<file path="src/rtl/flashcfg_pkg.sv">
package flashcfg_pkg;

  // One-hot-ish decode of a single bus write; at most one field is set.
  typedef struct packed {
    logic clr_cmd;    // clear command accepted
    logic key_ok;     // exact key written to the lock register
    logic key_bad;    // any other strobed write to the lock register
    logic cfg_wr;     // strobed write to the configuration register
    logic time_wr;    // strobed write to the timing register
  } wr_dec_t;

  function automatic int unsigned bytes_for(input int unsigned bits);
    return (bits + 7) / 8;
  endfunction

endpackage

</file>
<file path="src/rtl/cfg_addr_decode.sv">
module cfg_addr_decode
  import flashcfg_pkg::*;
#(
  parameter int unsigned ADDR_W   = 8,
  parameter int unsigned DATA_W   = 32,
  parameter int unsigned KEY_W    = 16,
  parameter logic [KEY_W-1:0]  LOCK_KEY = 16'hA25E,
  parameter logic [7:0]        CLR_CODE = 8'hFF,
  parameter logic [ADDR_W-1:0] OFS_CMD  = 8'h00,
  parameter logic [ADDR_W-1:0] OFS_CFG  = 8'h30,
  parameter logic [ADDR_W-1:0] OFS_TIME = 8'h34,
  parameter logic [ADDR_W-1:0] OFS_LOCK = 8'h44
) (
  input  logic [ADDR_W-1:0]   addr,
  input  logic                wr,
  input  logic [DATA_W-1:0]   wdata,
  input  logic [DATA_W/8-1:0] strb,
  output wr_dec_t             dec
);
  localparam int unsigned KEY_BYTES = bytes_for(KEY_W);

  logic any_strb;
  logic key_strb;
  logic key_match;

  assign any_strb  = wr && (|strb);
  assign key_strb  = &strb[KEY_BYTES-1:0];
  assign key_match = key_strb && (wdata[KEY_W-1:0] == LOCK_KEY);

  always_comb begin
    dec = '0;
    if (any_strb) begin
      unique case (addr)
        OFS_CMD:  dec.clr_cmd = strb[0] && (wdata[7:0] == CLR_CODE);
        OFS_CFG:  dec.cfg_wr  = 1'b1;
        OFS_TIME: dec.time_wr = 1'b1;
        OFS_LOCK: begin
          dec.key_ok  = key_match;
          dec.key_bad = !key_match;
        end
        default: ;
      endcase
    end
  end
endmodule

</file>
<file path="src/rtl/cfg_key_gate.sv">
module cfg_key_gate
  import flashcfg_pkg::*;
(
  input  logic    clk,
  input  logic    rst_n,
  input  wr_dec_t dec,
  output logic    open_q,
  output logic    grant_cfg,
  output logic    grant_time
);
  logic guarded_wr;
  logic open_d;

  assign guarded_wr = dec.cfg_wr || dec.time_wr;
  assign grant_cfg  = dec.cfg_wr  && open_q;
  assign grant_time = dec.time_wr && open_q;

  always_comb begin
    open_d = open_q;
    if (dec.clr_cmd)                 open_d = 1'b0;
    else if (dec.key_ok)             open_d = 1'b1;
    else if (dec.key_bad)            open_d = 1'b0;
    else if (guarded_wr && open_q)   open_d = 1'b0;
  end

  always_ff @(posedge clk or negedge rst_n) begin
    if (!rst_n) open_q <= 1'b0;
    else        open_q <= open_d;
  end


  open_cause_chk: assert property (@(posedge clk) disable iff (!rst_n)
    $rose(open_q) |-> $past(dec.key_ok));


  relock_chk: assert property (@(posedge clk) disable iff (!rst_n)
    (guarded_wr && open_q && !dec.key_ok) |=> !open_q);


  bad_key_chk: assert property (@(posedge clk) disable iff (!rst_n)
    dec.key_bad |=> !open_q);
endmodule

</file>
<file path="src/rtl/cfg_masked_reg.sv">
module cfg_masked_reg
  import flashcfg_pkg::*;
#(
  parameter int unsigned W = 8,
  parameter logic [W-1:0] RST_VAL = '0,
  localparam int unsigned NB = bytes_for(W)
) (
  input  logic          clk,
  input  logic          rst_n,
  input  logic          we,
  input  logic          clr,
  input  logic [W-1:0]  wdata,
  input  logic [NB-1:0] strb,
  output logic [W-1:0]  q
);
  logic [W-1:0] merged;

  for (genvar b = 0; b < NB; b++) begin : g_lane
    localparam int unsigned LO = b * 8;
    localparam int unsigned HI = ((LO + 8) < W) ? (LO + 7) : (W - 1);

    assign merged[HI:LO] = strb[b] ? wdata[HI:LO] : q[HI:LO];


    lane_keep_chk: assert property (@(posedge clk) disable iff (!rst_n)
      (we && !strb[b] && !clr) |=> $stable(q[HI:LO]));
  end

  always_ff @(posedge clk or negedge rst_n) begin
    if (!rst_n)  q <= RST_VAL;
    else if (clr) q <= RST_VAL;
    else if (we)  q <= merged;
  end


  idle_hold_chk: assert property (@(posedge clk) disable iff (!rst_n)
    (!we && !clr) |=> $stable(q));
endmodule

</file>
<file path="src/rtl/flashcfg_guard_regs.sv">
module flashcfg_guard_regs
  import flashcfg_pkg::*;
#(
  parameter int unsigned ADDR_W   = 8,
  parameter int unsigned DATA_W   = 32,
  parameter int unsigned CFG_W    = 4,
  parameter int unsigned TIME_W   = 27,
  parameter int unsigned KEY_W    = 16,
  parameter logic [KEY_W-1:0]  LOCK_KEY = 16'hA25E,
  parameter logic [7:0]        CLR_CODE = 8'hFF,
  parameter logic [ADDR_W-1:0] OFS_CMD  = 8'h00,
  parameter logic [ADDR_W-1:0] OFS_CFG  = 8'h30,
  parameter logic [ADDR_W-1:0] OFS_TIME = 8'h34,
  parameter logic [ADDR_W-1:0] OFS_LOCK = 8'h44
) (
  input  logic                clk,
  input  logic                rst_n,
  input  logic [ADDR_W-1:0]   bus_addr,
  input  logic                bus_wr,
  input  logic [DATA_W-1:0]   bus_wdata,
  input  logic [DATA_W/8-1:0] bus_strb,
  output logic [DATA_W-1:0]   bus_rdata,
  output logic                cfg_bus16,
  output logic                cfg_addr5,
  output logic                cfg_large_blk,
  output logic                cfg_wprot,
  output logic [TIME_W-1:0]   time_word,
  output logic                bank_open
);
  localparam int unsigned CFG_NB  = bytes_for(CFG_W);
  localparam int unsigned TIME_NB = bytes_for(TIME_W);
  localparam logic [TIME_W-1:0] TIME_RST = '1;

  wr_dec_t             dec;
  logic                grant_cfg;
  logic                grant_time;
  logic [CFG_W-1:0]    cfg_q;
  logic [TIME_W-1:0]   time_q;
  logic                unused_hi;

  assign unused_hi = ^bus_wdata[DATA_W-1:TIME_W];

  cfg_addr_decode #(
    .ADDR_W(ADDR_W), .DATA_W(DATA_W), .KEY_W(KEY_W),
    .LOCK_KEY(LOCK_KEY), .CLR_CODE(CLR_CODE),
    .OFS_CMD(OFS_CMD), .OFS_CFG(OFS_CFG),
    .OFS_TIME(OFS_TIME), .OFS_LOCK(OFS_LOCK)
  ) u_dec (
    .addr(bus_addr), .wr(bus_wr), .wdata(bus_wdata),
    .strb(bus_strb), .dec(dec)
  );

  cfg_key_gate u_gate (
    .clk(clk), .rst_n(rst_n), .dec(dec),
    .open_q(bank_open), .grant_cfg(grant_cfg), .grant_time(grant_time)
  );

  cfg_masked_reg #(.W(CFG_W), .RST_VAL('0)) u_cfg (
    .clk(clk), .rst_n(rst_n), .we(grant_cfg), .clr(dec.clr_cmd),
    .wdata(bus_wdata[CFG_W-1:0]), .strb(bus_strb[CFG_NB-1:0]), .q(cfg_q)
  );

  cfg_masked_reg #(.W(TIME_W), .RST_VAL(TIME_RST)) u_time (
    .clk(clk), .rst_n(rst_n), .we(grant_time), .clr(dec.clr_cmd),
    .wdata(bus_wdata[TIME_W-1:0]), .strb(bus_strb[TIME_NB-1:0]), .q(time_q)
  );

  assign cfg_bus16     = cfg_q[0];
  assign cfg_addr5     = cfg_q[1];
  assign cfg_large_blk = cfg_q[2];
  assign cfg_wprot     = cfg_q[3];
  assign time_word     = time_q;

  always_comb begin
    bus_rdata = '0;
    unique case (bus_addr)
      OFS_CFG:  bus_rdata = DATA_W'(cfg_q);
      OFS_TIME: bus_rdata = DATA_W'(time_q);
      OFS_LOCK: bus_rdata = DATA_W'(bank_open);
      default: ;
    endcase
  end


  closed_write_chk: assert property (@(posedge clk) disable iff (!rst_n)
    ((dec.cfg_wr || dec.time_wr) && !bank_open)
      |=> ($stable(cfg_q) && $stable(time_q) && !bank_open));


  clear_cmd_chk: assert property (@(posedge clk) disable iff (!rst_n)
    dec.clr_cmd |=> (cfg_q == '0 && time_q == TIME_RST && !bank_open));


  single_grant_chk: assert property (@(posedge clk) disable iff (!rst_n)
    $onehot0({grant_cfg, grant_time}));
endmodule

</file>
<file path="config.mk">
export PLATFORM = sky130hd
export DESIGN_NAME = flashcfg_guard_regs
export DESIGN_NICKNAME = d
export VERILOG_FILES = /design/src/rtl/flashcfg_pkg.sv /design/src/rtl/cfg_addr_decode.sv /design/src/rtl/cfg_key_gate.sv /design/src/rtl/cfg_masked_reg.sv /design/src/rtl/flashcfg_guard_regs.sv
export SDC_FILE = /design/constraint.sdc
export NUM_CORES = 1
export LEC_CHECK = 0
export BUFFER_PORTS_ARGS = -buffer_cell sky130_fd_sc_hd__buf_4
export CORE_UTILIZATION = 43
export CTS_CLUSTER_SIZE = 20
export DETAILED_ROUTE_END_ITERATION = 8
export GPL_ROUTABILITY_DRIVEN = 0
export PLACE_DENSITY = 0.86
export SYNTH_ARGS = -nofsm -noshare
export SYNTH_HDL_FRONTEND = slang
export SYNTH_SLANG_ARGS = --single-unit
</file>
<file path="constraint.sdc">
create_clock -name clk -period 2.08 [get_ports clk]
set_input_delay 0 -clock clk [delete_from_list [all_inputs] [get_ports clk]]
set_output_delay 0 -clock clk [all_outputs]
set_load 0.03 [all_outputs]
</file>
==> flow_summary.ini <==
[min_path]
min_path_type = in -> reg
holdCritStartpoint = bus_strb[3]
whs_path_depth = 3
worstHoldEndpoint = u_time.q[26]

[timing]
worst-slew-pin-transition_ns = 0.7209
clock-skew-final_ns = 0.006890
grt_setup_unrepaired = false
hold_viol_final = 0
timing_max_transition_violations_final = 0
timing.final.setup_violations = 0
period_minus_slack_ns = 1.907
totalNegativeSetupSlack_ns = 0
max_clock_freq_mhz = 524.4
fin_ws_ns = 0.1731
finalHoldWorstSlack_ns = 0.006420
post-route-period-util = 0.9168
slew-limit-headroom = 0.5150

[clock_network]
ctsLongestPathBuffers = 2
cts_tree = yes
clkSlewWorstSetupHoldPaths_ns = 0.07
cts_made_buffers = 5
cts_htree_levels = 2
sinks_on_clock_net = 32
clock_latency_ns = 0.29
ctsRootBufferMaster = clkbuf_8

[setup_path]
timing.critical_path.fanout_max = 6
timing.reg2reg.setup_slack_ns = 0.17
kind_of_critical_path = reg -> reg
worst-endpoint-arrival_ns = 2.13
endpoint_kind = register
startpoint_type = register
critical_r2r_launch = u_gate.open_q
ff2ff_path_depth = 6
worst_r2r_endpoint = u_time.q[25]
critical_path_required_ns = 2.30

[placement]
place_hpwl_mm = 4.122
port-buffer-count = 100
dp_slack_ns = 0.2415

[die]
num_rows = 23
die_height_um = 67.80
fp.dieW_um = 67.80
floorplan.initialDensity = 0.4556
dieArea_um2 = 4597
coreArea_um2 = 4086
pin_count = 111

[run_status]
run_status = complete, no violations

[global_routing]
grt_start_max_net_pins = 33
grt_pass1_vias = 2001
grt_antenna_before_repair = 0
global_route.usage.total = 0.2840
grt_first_pass_wirelength_mm = 9.404
global_route.overflow_total = 0

[detailed_routing]
via_count = 2120
drt-vias-per-instance = 5.623
per_cell_routed_wire_length_um = 16.77
wire_length_reported_by_the_detailed_router_mm = 6.323
first_iter_violations = 133
detail-route-antenna-nets = 0
firstDrtPassIters = 5
remaining_drc_errors = 0

[logic_synthesis]
netlist_area_um2 = 1862
top_post_synthesis_cells_by_area = dfstp_2 (38%), nand3_1 (12%), and3_1 (8.1%)
post-synth-top-area-fraction = 0.3810
post_synthesis_sequential_element_count = 32
synth_seq_area_share = 0.4483
postSynth.asyncResetShare = 1.000
ys.warnings.count = 0
synth_cell_type_count = 37
synth_top_cell_by_area = dfstp_2
syn_avg_cell_area_um2 = 9.451
count_of_mapped_cells_out_of_synthesis = 197
synth_enable_flop_cells = 0
leading_register_cell_type_out_of_synthesis = dfstp_2

[finish]
final_common_cell = buf_4
finalNetCount = 374
antenna_cells_inserted = 0
post-route-util = 0.7422
mostFrequentLayoutCells = buf_4 (105), nand3_1 (43), dlygate4sd3_1 (30)
layout-drive-gt1-share = 0.4557
area_delta_synth_final_pct = 62.90

[flow_run]
timing.max_cap.violations = 0

[power]
worst_ir_drop_vdd_mv = 0.3406
powerDensity_nw_per_um2 = 419.5
total_power_mw = 1.272
total_leakage_power_nw = 1.539
worst max path at each step:
stage / from / endpoint / slack [ns] / cells after the start
6_report: u_gate.open_q / u_time.q[25] / 0.17 / 6
5_1_grt: u_gate.open_q / u_time.q[24] / 0.10 / 6
4_1_cts: u_gate.open_q / u_time.q[24] / 0.04 / 6
3_5_place_dp: bus_addr[5] / u_time.q[1] / 0.24 / 5
3_3_place_gp: bus_addr[5] / u_time.q[1] / 0.27 / 5
2_1_floorplan: u_gate.open_q / u_time.q[1] / 0.38 / 4
synthesized netlist by cell type, drive strengths merged, types with 2 or more instances:
cell / number
and3: 24
o31ai: 2
buf: 9
nand3: 43
clkbuf: 8
nor3: 2
nor2: 4
nand4: 4
or4b: 2
o221ai: 4
nor4b: 2
o21ai: 19
or4: 2
mux2: 8
nor4: 4
dfstp: 27
dfrtp: 5
nand2: 6
a22o: 3
inv: 8
state kept, by name (all words and copies together) (netlist names):
| name | cells |
|---|---|
| u_time.q | 27 |
| u_gate.open_q | 1 |
| u_cfg.q | 4 |
cell type report:
class / instances / area [um2]
flip-flops and latches: 32 / 834.6
fillers: 305 / 1054
well taps: 50 / 62.56
clock buffers: 6 / 72.57
inverters: 8 / 30.03
clock inverters: 1 / 5.005
repair buffers: 136 / 1100
multi-input cells: 144 / 928.4
routing by layer:
layer,global-route usage,routed length (um),up-vias
met1,0.3298,2462,1016
met4,0.09896,80,0
met2,0.5149,3376,104
li1,-,-,994
met3,0.05405,404,6
met5,0,0,-
where the power goes:
group | total, mW | switching, mW | internal [mW] | leakage [nW]
sequential | 0.626 | 0.000252 | 0.626 | 0.327
clock | 0.457 | 0.230 | 0.227 | 0.0410
combinational | 0.189 | 0.0923 | 0.0972 | 1.17
total | 1.27 | 0.322 | 0.950 | 1.54
per-stage QoR:
stage                     area (um2)  std cells
final                           3033        377
after global placement          2636        338
after detailed placement        2636        338
after floorplan                 1877        201
after global routing            3033        377
after CTS                       3014        375
cell families after synthesis:
family / after synthesis / synth area share
DFF: 32 / 0.4483
and+or+nand+nor: 98 / 0.3065
muxes: 8 / 0.04838
AOI/OAI and AO/OA: 33 / 0.1257
buffers and inverters: 25 / 0.06922
other: 1 / 0.002014
critical path, stage by stage (launching register included):
cell and delay, ns:
dfrtp_1 0.46, inv_1 0.12, nor4_4 0.38, buf_6 0.17, nand3_1 0.07, dlygate4sd3_1 0.56, nand3_1 0.08
what timing repair did:
item / in CTS / in global routing
setup endpoints to repair: 0 / 2
hold buffers: 30 / 0
endpoints found under the hold margin: 63 / 0
buffers inserted: 0 / 2
gates resized for setup: 0 / 1
(Power assumes the default switching activity.)
